===== config.mk =====
export PLATFORM = sky130hd
export DESIGN_NAME = ppm_frame_tx
export DESIGN_NICKNAME = d
export VERILOG_FILES = /design/src/rtl/ppm_pkg.sv /design/src/rtl/ppm_tick_timer.sv /design/src/rtl/ppm_bit_shifter.sv /design/src/rtl/ppm_sequencer.sv /design/src/rtl/ppm_frame_tx.sv
export SDC_FILE = /design/constraint.sdc
export NUM_CORES = 1
export LEC_CHECK = 0
export BUFFER_PORTS_ARGS = -buffer_cell sky130_fd_sc_hd__buf_4
export CORE_UTILIZATION = 30
export CTS_CLUSTER_SIZE = 30
export DETAILED_ROUTE_END_ITERATION = 8
export GPL_TIMING_DRIVEN = 1
export PLACE_DENSITY = 0.5
export SYNTH_ARGS = -nofsm -noshare
export SYNTH_HDL_FRONTEND = slang
export SYNTH_SLANG_ARGS = --single-unit

===== constraint.sdc =====
create_clock -name clk -period 4.3 [get_ports clk]
set_input_delay 0.86 -clock clk [delete_from_list [all_inputs] [get_ports clk]]
set_output_delay 0.86 -clock clk [all_outputs]
set_load 0.01 [all_outputs]

===== src/rtl/ppm_pkg.sv =====
package ppm_pkg;

    localparam int unsigned PPM_DATA_W      = 32;
    localparam int unsigned PPM_GAP_TICKS   = 30;
    localparam int unsigned PPM_LONG_TICKS  = 150;
    localparam int unsigned PPM_SHORT_TICKS = 90;

    typedef enum logic [1:0] {
        PH_IDLE  = 2'd0,
        PH_BIT   = 2'd1,
        PH_CLOSE = 2'd2
    } ppm_phase_e;

    // Control strobes issued by the sequencer to the datapath pieces.
    typedef struct packed {
        logic load;
        logic step;
        logic clear;
    } ppm_ctl_t;

    // Timing events reported by the tick timer.
    typedef struct packed {
        logic in_gap;
        logic gap_end;
        logic period_end;
    } ppm_evt_t;

    function automatic int unsigned ppm_period(input logic enc,
                                               input int unsigned long_t,
                                               input int unsigned short_t);
        return enc ? long_t : short_t;
    endfunction

endpackage


===== src/rtl/ppm_tick_timer.sv =====
module ppm_tick_timer
    import ppm_pkg::*;
#(
    parameter int unsigned GAP_TICKS   = PPM_GAP_TICKS,
    parameter int unsigned LONG_TICKS  = PPM_LONG_TICKS,
    parameter int unsigned SHORT_TICKS = PPM_SHORT_TICKS
) (
    input  logic     clk,
    input  logic     rst,
    input  logic     tick_en,
    input  logic     active,
    input  logic     clear,
    input  logic     long_bit,
    output ppm_evt_t evt
);
    localparam int unsigned TICK_W = $clog2(LONG_TICKS + 1);
    localparam logic [TICK_W-1:0] GAP_LAST   = TICK_W'(GAP_TICKS - 1);
    localparam logic [TICK_W-1:0] LONG_LAST  = TICK_W'(LONG_TICKS - 1);
    localparam logic [TICK_W-1:0] SHORT_LAST = TICK_W'(SHORT_TICKS - 1);
    localparam logic [TICK_W-1:0] GAP_LEN    = TICK_W'(GAP_TICKS);

    logic [TICK_W-1:0] cnt_q;
    logic [TICK_W-1:0] period_last;
    logic              counting;

    assign counting    = active && tick_en;
    assign period_last = long_bit ? LONG_LAST : SHORT_LAST;

    always_ff @(posedge clk) begin
        if (rst) begin
            cnt_q <= '0;
        end else if (clear) begin
            cnt_q <= '0;
        end else if (counting) begin
            cnt_q <= cnt_q + 1'b1;
        end
    end

    always_comb begin
        evt.in_gap     = cnt_q < GAP_LEN;
        evt.gap_end    = counting && (cnt_q == GAP_LAST);
        evt.period_end = counting && (cnt_q == period_last);
    end

    // the tick count within a bit never runs past the long period.
    assert_cnt_bound_R4: assert property (@(posedge clk) disable iff (rst)
        active |-> (cnt_q <= LONG_LAST));

endmodule


===== src/rtl/ppm_bit_shifter.sv =====
module ppm_bit_shifter
    import ppm_pkg::*;
#(
    parameter int unsigned DATA_W = PPM_DATA_W,
    parameter int unsigned CNT_W  = $clog2(DATA_W + 1)
) (
    input  logic              clk,
    input  logic              rst,
    input  ppm_ctl_t          ctl,
    input  logic [DATA_W-1:0] data_in,
    input  logic [CNT_W-1:0]  count_in,
    output logic              next_bit,
    output logic              last_bit,
    output logic              zero_len
);
    localparam logic [CNT_W-1:0] MAX_LEN = CNT_W'(DATA_W);

    logic [DATA_W-1:0] shreg_q;
    logic [CNT_W-1:0]  left_q;
    logic [CNT_W-1:0]  eff_len;

    assign eff_len  = (count_in > MAX_LEN) ? MAX_LEN : count_in;
    assign zero_len = (eff_len == '0);
    assign next_bit = shreg_q[1];
    assign last_bit = (left_q == CNT_W'(1));

    always_ff @(posedge clk) begin
        if (rst) begin
            shreg_q <= '0;
            left_q  <= '0;
        end else if (ctl.load) begin
            shreg_q <= data_in;
            left_q  <= eff_len;
        end else if (ctl.step) begin
            shreg_q <= {1'b0, shreg_q[DATA_W-1:1]};
            left_q  <= left_q - 1'b1;
        end
    end

    // a shift is only requested while bits remain.
    assert_step_valid_R2: assert property (@(posedge clk) disable iff (rst)
        ctl.step |-> (left_q > CNT_W'(1)));

endmodule


===== src/rtl/ppm_sequencer.sv =====
module ppm_sequencer
    import ppm_pkg::*;
(
    input  logic       clk,
    input  logic       rst,
    input  logic       start,
    input  logic       first_bit,
    input  logic       next_bit,
    input  logic       last_bit,
    input  logic       zero_len,
    input  logic       ks_bit,
    input  ppm_evt_t   evt,
    output ppm_phase_e phase,
    output ppm_ctl_t   ctl,
    output logic       enc_bit,
    output logic       adv_pulse,
    output logic       end_pulse
);
    ppm_phase_e phase_q;
    logic       enc_q;
    logic       adv_q;
    logic       end_q;

    always_comb begin
        ctl = '0;
        unique case (phase_q)
            PH_IDLE: begin
                ctl.load  = start;
                ctl.clear = start;
            end
            PH_BIT: begin
                ctl.clear = evt.period_end;
                ctl.step  = evt.period_end && !last_bit;
            end
            default: ;
        endcase
    end

    always_ff @(posedge clk) begin
        if (rst) begin
            phase_q <= PH_IDLE;
            enc_q   <= 1'b0;
            adv_q   <= 1'b0;
            end_q   <= 1'b0;
        end else begin
            adv_q <= 1'b0;
            end_q <= 1'b0;
            unique case (phase_q)
                PH_IDLE: begin
                    if (start) begin
                        enc_q   <= first_bit ^ ks_bit;
                        phase_q <= zero_len ? PH_CLOSE : PH_BIT;
                    end
                end
                PH_BIT: begin
                    if (evt.gap_end) begin
                        adv_q <= 1'b1;
                    end
                    if (evt.period_end) begin
                        if (last_bit) begin
                            phase_q <= PH_CLOSE;
                        end else begin
                            enc_q <= next_bit ^ ks_bit;
                        end
                    end
                end
                PH_CLOSE: begin
                    if (evt.gap_end) begin
                        phase_q <= PH_IDLE;
                        end_q   <= 1'b1;
                    end
                end
                default: phase_q <= PH_IDLE;
            endcase
        end
    end

    assign phase     = phase_q;
    assign enc_bit   = enc_q;
    assign adv_pulse = adv_q;
    assign end_pulse = end_q;

    // the end-of-frame pulse never lasts more than one cycle.
    assert_end_single_R8: assert property (@(posedge clk) disable iff (rst)
        end_q |=> !end_q);

endmodule


===== src/rtl/ppm_frame_tx.sv =====
module ppm_frame_tx
    import ppm_pkg::*;
#(
    parameter int unsigned DATA_W      = PPM_DATA_W,
    parameter int unsigned GAP_TICKS   = PPM_GAP_TICKS,
    parameter int unsigned LONG_TICKS  = PPM_LONG_TICKS,
    parameter int unsigned SHORT_TICKS = PPM_SHORT_TICKS,
    parameter int unsigned CNT_W       = $clog2(DATA_W + 1)
) (
    input  logic              clk,
    input  logic              rst,
    input  logic              tick_en,
    input  logic              start,
    input  logic [DATA_W-1:0] data_in,
    input  logic [CNT_W-1:0]  bit_count,
    input  logic              ks_bit,
    output logic              ks_adv,
    output logic              carrier_en,
    output logic              busy,
    output logic              done,
    output logic              timer_restart
);
    ppm_phase_e phase;
    ppm_ctl_t   ctl;
    ppm_evt_t   evt;
    logic       enc_bit;
    logic       next_bit;
    logic       last_bit;
    logic       zero_len;
    logic       end_pulse;
    logic       active;

    assign active = (phase != PH_IDLE);

    ppm_tick_timer #(
        .GAP_TICKS  (GAP_TICKS),
        .LONG_TICKS (LONG_TICKS),
        .SHORT_TICKS(SHORT_TICKS)
    ) u_timer (
        .clk     (clk),
        .rst     (rst),
        .tick_en (tick_en),
        .active  (active),
        .clear   (ctl.clear),
        .long_bit(enc_bit),
        .evt     (evt)
    );

    ppm_bit_shifter #(
        .DATA_W(DATA_W),
        .CNT_W (CNT_W)
    ) u_shift (
        .clk     (clk),
        .rst     (rst),
        .ctl     (ctl),
        .data_in (data_in),
        .count_in(bit_count),
        .next_bit(next_bit),
        .last_bit(last_bit),
        .zero_len(zero_len)
    );

    ppm_sequencer u_seq (
        .clk      (clk),
        .rst      (rst),
        .start    (start),
        .first_bit(data_in[0]),
        .next_bit (next_bit),
        .last_bit (last_bit),
        .zero_len (zero_len),
        .ks_bit   (ks_bit),
        .evt      (evt),
        .phase    (phase),
        .ctl      (ctl),
        .enc_bit  (enc_bit),
        .adv_pulse(ks_adv),
        .end_pulse(end_pulse)
    );

    assign carrier_en    = !((phase == PH_BIT && evt.in_gap) || phase == PH_CLOSE);
    assign busy          = active;
    assign done          = end_pulse;
    assign timer_restart = end_pulse;

    // with no frame in progress the carrier is on.
    assert_idle_carrier_R1: assert property (@(posedge clk) disable iff (rst)
        !busy |-> carrier_en);

    // the keystream advances only while the carrier is on during a frame.
    assert_adv_carrier_on_R6: assert property (@(posedge clk) disable iff (rst)
        ks_adv |-> (carrier_en && busy));

    // frame end is reported with the block already idle and the timer restarted.
    assert_done_idle_R8: assert property (@(posedge clk) disable iff (rst)
        done |-> (!busy && carrier_en && timer_restart));

    // the closing gap hands over to a steady carrier.
    assert_close_to_idle_R7: assert property (@(posedge clk) disable iff (rst)
        (busy && !carrier_en && !ks_adv) ##1 !busy |-> carrier_en && done);

endmodule


==> impl_metrics.toml <==
[setup_path]
crit_path_end_kind = "flip-flop"
ff2ff_setup_slack_ns = 1.90
worst_ep_required_time_ns = 4.48
cp-start-kind = "flip-flop"
type_of_the_setup_path_with_the_least_slack = "reg -> reg"
worstPathMaxFanout = 31
worst_ep_arrival_time_ns = 2.58

[outcome]
status = "finished, final reports clean"

[routing]
route.vias.total = 2362
antenna_left = 0
detailedRoute.firstIterationViolations = 81
dr.pass1.iters = 4
drt-wirelength-per-cell_um = 14.4
drc_errors = 0
vias_per_cell = 5.20
routed_wl_um = 6520

[floorplan]
floorplan.rows = 34
fp.dieArea_mm2 = 0.00939
ioPinCount = 48
die_w_um = 96.9
start_util_pct = 31.0
design.core.area_mm2 = 0.00872
floorplan.die.height_um = 96.9

[yosys]
syn-mean-instance-area_um2 = 8.58
synthesis.nets = 362
synthArstFlopShare_pct = 0
synth-simple-area-share_pct = 22.3
yosys.area.top_type_share_pct = 37.0
ys_dominant_reg_cell = "sky130_fd_sc_hd__dfxtp_1"
ys_seq_area_share_pct = 37.0
netlist.top_cell.by_area = "sky130_fd_sc_hd__dfxtp_1"
top_cells_by_area_in_the_synthesized_netlist = "sky130_fd_sc_hd__dfxtp_1, sky130_fd_sc_hd__nor2_1, sky130_fd_sc_hd__a21boi_0"
yosysWarningCount = 0
synthDistinctLibCells = 51
synth_xor_xnor_area_share_pct = 2.27
post_synth_inst_count = 315
synth_edf_count = 0
synth_area_in_compound_gates_pct = 29.2
share_of_synthesized_cell_area_in_full_adder_half_adder_and_majority_cells_pct = 1.85
synth_top_family_by_area = "compound AO/OA/AOI/OAI gates"
synth.cell_area_mm2 = 0.00270
synth.ff_latch_count = 50
synth.mux.area_fraction_pct = 0.370

[timing]
fin_max_slew_vios = 0
worst-slew-pin-transition_ns = 0.868
final.setup.tns_ns = 0
hold_viol = 0
final_period_minus_worst_setup_slack_ns = 2.40
finalSetupViolCount = 0
final.period_utilization_pct = 55.8
f_max_ghz = 0.417
hold-worst-slack_ns = 0.513
timing.max_slew.rel_slack_pct = 42.1
finalClockSkew_ns = 0.0129
grt_setup_unrepaired = "false"

[global_route]
grt_max_degree = 45
grt.met2_usage_pct = 24.2
grt_antenna_before_repair = 0
sum_of_overflow_across_all_layers_after_global_routing = 0
use_met1_pct = 18.6
grt.busiest_layer = "met2"
global_route.usage.met3_pct = 2.82
vias_in_the_first_global_route = 2364
grt_first_pass_wirelength_um = 11200
grt_util_all_layers_pct = 14.4

[pwr]
power_frac_seq_pct = 51.5
power_density_cells_mw_per_mm2 = 313
power.clock.fraction_pct = 29.9
switching_share_pct = 28.2
cellLeakagePower_nw = 1.18
share_comb_of_total_power_pct = 18.6
maximum_resistive_drop_on_vdd_mv = 0.126
cell_internal_pwr_mw = 0.709
power.net_switching_mw = 0.279

[placement]
port_buffers = 47
post-dp-hpwl_um = 4190
detailed_place.area_mm2 = 0.00306
post-place-cells = 446
routabilityCongestion = 0.768

[clocking]
clock_path_buffers = 2
cts_hold_repair.buffers = 0
cts_tree = "yes"
cts.htree.levels = 2
cts_root_buffer = "sky130_fd_sc_hd__clkbuf_8"
cts_sinks = 50
post_cts_resize_count = 0
tritoncts.num_buffers = 5
worst_skew_pair.late_latency_ns = 0.32
path_clk_slew_ns = 0.10
post-cts-setup-buffer-count = 0

[hold_path]
min-delay-path-class = "reg -> reg"

[layout]
layout_common_cells = "sky130_fd_sc_hd__nor2_1, sky130_fd_sc_hd__buf_4, sky130_fd_sc_hd__dfxtp_1"
finish.utilization_pct = 36.2
commonest_non_fill_non_tap_cell_in_the_layout = "sky130_fd_sc_hd__nor2_1"
n_antenna_cell = 0
layout-drive-gt1-share_pct = 22.3
fillCellCount = 910
layoutNonFillerInstCount = 454
postLayoutCellArea_mm2 = 0.00316
final_net_count = 392
syn_to_final_growth_pct = 16.9

[run]
maxCapViolations = 0
==> sequential cells by signal, summed over array words and instances, names as in the netlist <==
name and count:
u_seq.end_pulse 1, u_seq.enc_bit 1, u_shift.shreg_q 31, u_timer.cnt_q 8, u_seq.adv_pulse 1, u_shift.left_q 6
u_seq.phase 2
==> path summary, 6_finish.rpt <==
kind / from / to / cells after the start
worst max register to register: u_timer.cnt_q[0]$_SDFFE_PP0P_ / u_shift.shreg_q[17]$_SDFFE_PP0P_ / 5
worst min-delay path: u_shift.shreg_q[30]$_SDFFE_PP0P_ / u_shift.shreg_q[30]$_SDFFE_PP0P_ / 2
worst min register to register: u_shift.shreg_q[30]$_SDFFE_PP0P_ / u_shift.shreg_q[30]$_SDFFE_PP0P_ / 2
worst max-delay path: u_timer.cnt_q[0]$_SDFFE_PP0P_ / u_shift.shreg_q[17]$_SDFFE_PP0P_ / 5
==> kinds of logic (layout without fill, tap and decap cells) <==
family	Yosys count	in the layout
buffers and inverters	36	67
adder cells (fa/ha/maj)	4	4
multiplexers	1	1
AO/OA/AOI/OAI	94	94
AND/OR/NAND/NOR	123	123
XOR/XNOR	7	7
flip-flops	50	50
==> worst max-delay path: stages (launching register included) <==
cell                        delay [ns]
sky130_fd_sc_hd__dfxtp_1          0.40
sky130_fd_sc_hd__ha_1             0.20
sky130_fd_sc_hd__and3b_1          0.19
sky130_fd_sc_hd__o211a_1          0.74
sky130_fd_sc_hd__and2_4           0.54
sky130_fd_sc_hd__a2111oi_0        0.18
==> synth_stat cells, types with 2 or more instances <==
cell                        instances
sky130_fd_sc_hd__and3_1             3
sky130_fd_sc_hd__a2111oi_1          4
sky130_fd_sc_hd__clkbuf_1          12
sky130_fd_sc_hd__a2111oi_2         10
sky130_fd_sc_hd__nor3b_1            2
sky130_fd_sc_hd__o211ai_1           2
sky130_fd_sc_hd__nor2_1            71
sky130_fd_sc_hd__a21boi_0          29
sky130_fd_sc_hd__nor3_1             3
sky130_fd_sc_hd__dfxtp_1           50
sky130_fd_sc_hd__or4_1              2
sky130_fd_sc_hd__inv_1              8
sky130_fd_sc_hd__nand2_1           11
sky130_fd_sc_hd__xnor2_1            3
sky130_fd_sc_hd__nand4_1            4
sky130_fd_sc_hd__nor4_1             5
sky130_fd_sc_hd__ha_1               4
sky130_fd_sc_hd__a2111oi_0         15
sky130_fd_sc_hd__or3_1              4
sky130_fd_sc_hd__nor2b_1            2
sky130_fd_sc_hd__or2b_1             2
sky130_fd_sc_hd__buf_2              8
sky130_fd_sc_hd__a21oi_1            8
sky130_fd_sc_hd__o31ai_1            2
sky130_fd_sc_hd__a311oi_1           6
sky130_fd_sc_hd__a211oi_1           3
sky130_fd_sc_hd__buf_6              5
sky130_fd_sc_hd__o21ai_0            7
sky130_fd_sc_hd__xor2_1             4
sky130_fd_sc_hd__nand3_1            4
sky130_fd_sc_hd__o2111ai_1          2
==> metal layers <==
| layer | routed length, µm | up-vias |
|---|---|---|
| met5 | 0 | - |
| met4 | 72 | 0 |
| met3 | 182 | 8 |
| met2 | 2950 | 30 |
| met1 | 3320 | 1109 |
| li1 | - | 1215 |
==> cell type report <==
class / count / area [µm²] / share of cell area, %
Clock buffer: 6 / 82.6 / 2.61
Inverter: 8 / 30.0 / 0.951
Clock inverter: 2 / 12.5 / 0.396
Multi-Input combinational cell: 229 / 1510 / 47.9
Timing Repair Buffer: 51 / 383 / 12.1
Tap cell: 108 / 135 / 4.28
Sequential cell: 50 / 1000 / 31.7
==> power groups by stage <==
stage	clock network (mW)	registers [mW]	logic, mW
2_1_floorplan	0	0.515	0.124
3_3_place_gp	0	0.519	0.183
3_5_place_dp	0	0.520	0.185
4_1_cts	0.305	0.509	0.186
5_1_grt	0.320	0.513	0.207
6_report	0.295	0.509	0.183
==> metrics by stage <==
stage / worst slack (ns) / power [mW]
finish: 1.90 / 0.988
global route: 1.69 / 1.04
CTS: 1.88 / 1.00
detailed placement: 1.73 / 0.704
global placement: 1.78 / 0.702
floorplan: 2.24 / 0.640
No activity file was read; power rests on OpenSTA's default activity.
